### config.mk
export PLATFORM = sky130hd
export DESIGN_NAME = i2c_arb_guard
export DESIGN_NICKNAME = d
export VERILOG_FILES = /design/src/rtl/i2c_arb_guard.sv
export SDC_FILE = /design/constraint.sdc
export NUM_CORES = 1
export LEC_CHECK = 0
export BUFFER_PORTS_ARGS = -buffer_cell sky130_fd_sc_hd__buf_2
export CAP_MARGIN = 0
export CORE_AREA = 3 3 40 42
export CTS_CLUSTER_DIAMETER = 200
export DETAILED_ROUTE_END_ITERATION = 10
export DIE_AREA = 0 0 43 45
export PLACE_DENSITY = 0.45
export SYNTH_ARGS = -nofsm -noshare
export SYNTH_HDL_FRONTEND = slang
export SYNTH_SLANG_ARGS = --single-unit
### constraint.sdc
create_clock -name clk -period 1.45 [get_ports clk]
set_input_delay 0.145 -clock clk [delete_from_list [all_inputs] [get_ports clk]]
set_output_delay 0.145 -clock clk [all_outputs]
set_load 0.005 [all_outputs]
### src/rtl/i2c_arb_guard.sv
module i2c_arb_guard #(
  parameter int CNT_W    = 4,
  parameter int LAST_BIT = 8
) (
  input  logic             clk,
  input  logic             rst_n,
  input  logic             scl_rise_stb,
  input  logic             bit_done_stb,
  input  logic [CNT_W-1:0] bit_idx,
  input  logic [1:0]       mode_in,
  input  logic             sda_drive,
  input  logic             sda_in,
  input  logic             clr_lost,
  output logic             arb_lost,
  output logic [1:0]       mode_out,
  output logic             sda_out,
  output logic             scl_en
);
  localparam logic [1:0] MODE_MTX = 2'b00;
  localparam logic [1:0] MODE_MRX = 2'b01;
  localparam logic [1:0] MODE_SRX = 2'b10;
  localparam logic [CNT_W-1:0] ACK_IDX = CNT_W'(LAST_BIT);

  logic stop_q;
  logic mismatch, tx_loss, rx_loss, lose, byte_end;

  assign mismatch = scl_rise_stb && sda_drive && !sda_in;
  assign tx_loss  = (mode_in == MODE_MTX) && (bit_idx < ACK_IDX) && mismatch;
  assign rx_loss  = (mode_in == MODE_MRX) && (bit_idx == ACK_IDX) && mismatch;
  assign lose     = !arb_lost && (tx_loss || rx_loss);
  assign byte_end = bit_done_stb && (bit_idx == ACK_IDX);

  always_ff @(posedge clk) begin
    if (!rst_n || clr_lost) begin
      arb_lost <= 1'b0;
      stop_q   <= 1'b0;
    end else begin
      if (lose) arb_lost <= 1'b1;
      if ((arb_lost || lose) && byte_end) stop_q <= 1'b1;
    end
  end

  assign mode_out = arb_lost ? MODE_SRX : mode_in;
  assign sda_out  = sda_drive | arb_lost;
  assign scl_en   = !stop_q;


  a_r2_tx_loss: assert property (@(posedge clk) disable iff (!rst_n)
    (mode_in == MODE_MTX && bit_idx < ACK_IDX && scl_rise_stb && sda_drive && !sda_in && !clr_lost)
      |=> arb_lost);

  a_r4_ack_slot: assert property (@(posedge clk) disable iff (!rst_n)
    (mode_in == MODE_MTX && bit_idx == ACK_IDX && !arb_lost && !clr_lost) |=> !arb_lost);

  a_r10_slave_quiet: assert property (@(posedge clk) disable iff (!rst_n)
    (mode_in[1] && !arb_lost && !clr_lost) |=> !arb_lost);

  a_r9_sticky: assert property (@(posedge clk) disable iff (!rst_n)
    (arb_lost && !clr_lost) |=> arb_lost);
  a_r9_stop_hold: assert property (@(posedge clk) disable iff (!rst_n)
    (!scl_en && !clr_lost) |=> !scl_en);

  a_r8_clock_continues: assert property (@(posedge clk) disable iff (!rst_n)
    $rose(arb_lost) |-> scl_en);

  a_r7_release: assert property (@(posedge clk) disable iff (!rst_n)
    arb_lost |-> sda_out);
endmodule

; ---- Word-level counts from Yosys, hierarchy flattened
; Index checks and enable logic that the tools add are counted.
[word_totals]
ff_bits = 2
in_bits = 13
output_inout_bits = 5
elab_cells = 24
[op_classes]
n_lt_le_gt_ge = 1
n_eq_ne = 2
mux = 1
n_bitwise = 1
n_reduce_logical = 17
[op_table]
columns = operator, count
row1 = 1-bit logical AND, 9
row2 = "4-bit equality test, second input constant", 1
row3 = 1-bit logical NOT, 4
row4 = "4-bit less-than comparator, second input constant", 1
row5 = 1-bit logical OR, 3
row6 = "2-bit by 1-bit equality test with 1-bit output, second input constant", 1
row7 = 2-bit logical NOT, 1
row8 = 2-bit 2-to-1 mux, 1
row9 = 1-bit bitwise OR, 1

; ---- Longest topological paths before layout
[logic_depth]
ltp_word = 7
ltp_mapped = 3
mapped_depth_nobuf = 3

; ---- Worst setup path before layout
; No wires, ideal clock.
[synth_timing]
kind = reg2reg
from = register arb_lost
to = register stop_q
setup_time_ns = 0.125
arrival_ns = 0.735
required_time_ns = 1.325
slack_ns = 0.589
stages_incl_launch_ff = 4
n_path_buf = 0
synth_period_minus_slack_ns = 0.861
path_cell_list = dfxtp_1 and4b_1 a32oi_1 o21ai_0
[synth_between]
elab_chain_len = 4
[synth_rtl]
columns = item, line
row1 = "start, declared", 14  ; output logic arb_lost,
row2 = "start signal, assigned", 35  ; arb_lost <= 1'b0;
row3 = "start signal, assigned", 38  ; if (lose) arb_lost <= 1'b1;
row4 = 1-bit logical NOT, 30  ; assign lose = !arb_lost && (tx_loss || rx_loss);
row5 = 1-bit logical AND, 30
row6 = 1-bit logical OR (*), 39  ; if ((arb_lost || lose) && byte_end) stop_q <= 1'b1;
row7 = 1-bit logical AND (*), 39
row8 = "end signal, assigned", 36  ; stop_q <= 1'b0;
row9 = "end signal, assigned", 39
row10 = "end, declared", 24  ; logic stop_q;
; Every way passes the cells marked *; elsewhere a longest branch is shown, timed or not.
; A chain may end at the register's enable or synchronous reset.

; ---- Final worst setup path
[layout_timing]
from = register arb_lost
to = output port mode_out[1]
[layout_between]
elab_chain_len = 1
[layout_rtl]
columns = item, line
row1 = 2-bit 2-to-1 mux, 43  ; assign mode_out = arb_lost ? MODE_SRX : mode_in;
row2 = "end, declared", 15  ; output logic [1:0] mode_out,
; No other way between the ends.

==> flow_summary.yaml <==
synthesis:
  synth_top_cell_area_share: 0.237
  synth_fp_nets: 31
  avgSynthCellArea_sq_um: 9.38
  synth_cells: 18
  synth_warnings: 0
  syn_area_sq_um: 169
  synthTopCellsByArea: "dfxtp_1 (24%), nor4b_4 (14%), nor4b_2 (8.9%)"
  ys_seq_area_frac: 0.237
  synth_area_leader_cell: "dfxtp_1"
  yosysUniqueCellTypes: 14
  yosys_register_bits: 2
final_layout:
  syn_to_final_growth_pct: 74.8
  diodes: 0
  drive_gt1_frac: 0.658
  design_area_sq_um: 295
  final_common_cell: "buf_2"
  layout_common_cells: "buf_2 (17), clkbuf_4 (3)"
  fin_nets: 53
placed_design:
  gp_congestion: 0.602
  placed_area_sq_um: 273
  port-buffer-count: 17
  dp_slack_ns: 0.477
  hpwl_um: 402
clock_tree:
  cts-buffers-inserted: 3
  clock-root-buffer: "clkbuf_4"
  cts_buffer_depth: 2
  clock-sinks: 2
  postCtsHoldBufs: 0
  postCtsSetupBuffers: 0
  clk_latency_ns: 0.23
  post_cts_resized: 0
  clkSlewWorstSetupHoldPaths_ns: 0.03
  cts_max_level: 1
  cts_tree: "yes"
global_routing:
  grt_max_degree: 7
  antenna_found_initial: 0
  grt_pass1_wl_um: 862
  track_usage: 0.0673
  grt_pass1_vias: 214
  grt_overflow: 0
timing:
  slew_violations: 0
  worst_slack_ns: 0.313
  maxSlewHeadroom: 0.825
  skew_ns: 0.00376
  max_freq_mhz: 879
  hold_viol_final: 0
  rsz0062_at_grt: "no"
  tns_ns: 0
  fin_crit_ns: 1.14
  tightest_slew_ns: 0.261
  final-setup-viol-count: 0
  fin_crit_sh: 0.784
floorplanning:
  core_area_sq_um: 1280
  rows: 13
  dieArea_sq_um: 1940
  start_util: 0.131
  die_w_um: 43
  io_pins: 18
  die_height_um: 45
detailed_routing:
  drc: 0
  m1WireLength_um: 217
  drt_first_pass_iters: 2
  ant_nets: 0
  drt-total-wl_um: 476
  wl_met2_um: 150
  highest_layer: "met3"
  via_per_inst: 4.06
  drtIter0Drc: 3
  route.met3.wl_um: 108
  wl_per_cell_um: 8.98
  vias: 215
setup_path:
  required_ns: 1.31
  worstSetupPathType: "register to output port"
  critPathArrivalTime_ns: 0.99
  cp-start-kind: "register"
  crit_path_end_kind: "output port"
  cp_max_fo: 6
power:
  powerDensity_nw_per_um2: 748
  p_total_uw: 221
  p_leak_nw: 0.141
  peakVddDrop_mv: 0.272
status:
  status: "finished clean"
flow_run:
  drv_cap: 0
worst_hold_path:
  min_path_type: "primary input to register"
[synthesized netlist by cell type, drive strengths merged]
cell type and n:
nand2b 1, dfxtp 2, and4b 1, a32oi 1, nor2b 2, a21oi 1
nor4b 2, nand4 1, nand2 1, inv 2, or2 2, and4bb 1
o21ai 1
[cells by family (layout without fill, tap and decap cells)]
| family | Yosys count | in the layout | synth area share |
|---|---|---|---|
| DFF | 2 | 2 | 0.237 |
| buffers and inverters | 2 | 22 | 0.0445 |
| AOI/OAI and AO/OA | 3 | 3 | 0.111 |
| and+or+nand+nor | 11 | 11 | 0.607 |
[path summary, 6_finish.rpt]
check             startpoint           to  slack, ns  cells past startpoint
setup / recovery    arb_lost  mode_out[1]       0.31                      2
setup reg to reg    arb_lost       stop_q       0.54                      3
hold / removal      clr_lost     arb_lost       0.12                      2
hold reg to reg       stop_q       stop_q       0.50                      2
[layer usage]
layer  vias to the layer above  GRT usage
met5                         -          0
met4                         0     0.0361
li1                        107          -
met3                         0     0.0677
met2                        21     0.0838
met1                        87     0.0718
[sequential cells by signal (all words and copies together) (netlist names)]
register,count
arb_lost,1
stop_q,1
[worst max-delay path, stage by stage (launching register included)]
cell     delay (ns)
dfxtp_1        0.34
or2_2          0.30
buf_2          0.12
[report_power, final]
group / switching (mW) / internal, mW
clock: 0.0339 / 0.0915
sequential: 0.000273 / 0.0557
combinational: 0.0160 / 0.0235
[through the flow]
step,hold WS (ns),instances,utilization
final,0.122,53,0.230
after global routing,0.121,53,0.230
after CTS,0.112,53,0.230
after detailed placement,0.352,50,0.212
after global placement,0.352,50,0.212
after floorplan,0.216,18,-
[cell type report]
class,instances,area [sq um]
Tap cell,15,18.8
Clock buffer,3,22.5
Sequential cell,2,40.0
Fill cell,139,990
Multi-Input combinational cell,14,121
Inverter,2,7.51
Timing Repair Buffer,17,85.1
Power figures use the tool's default switching activity.
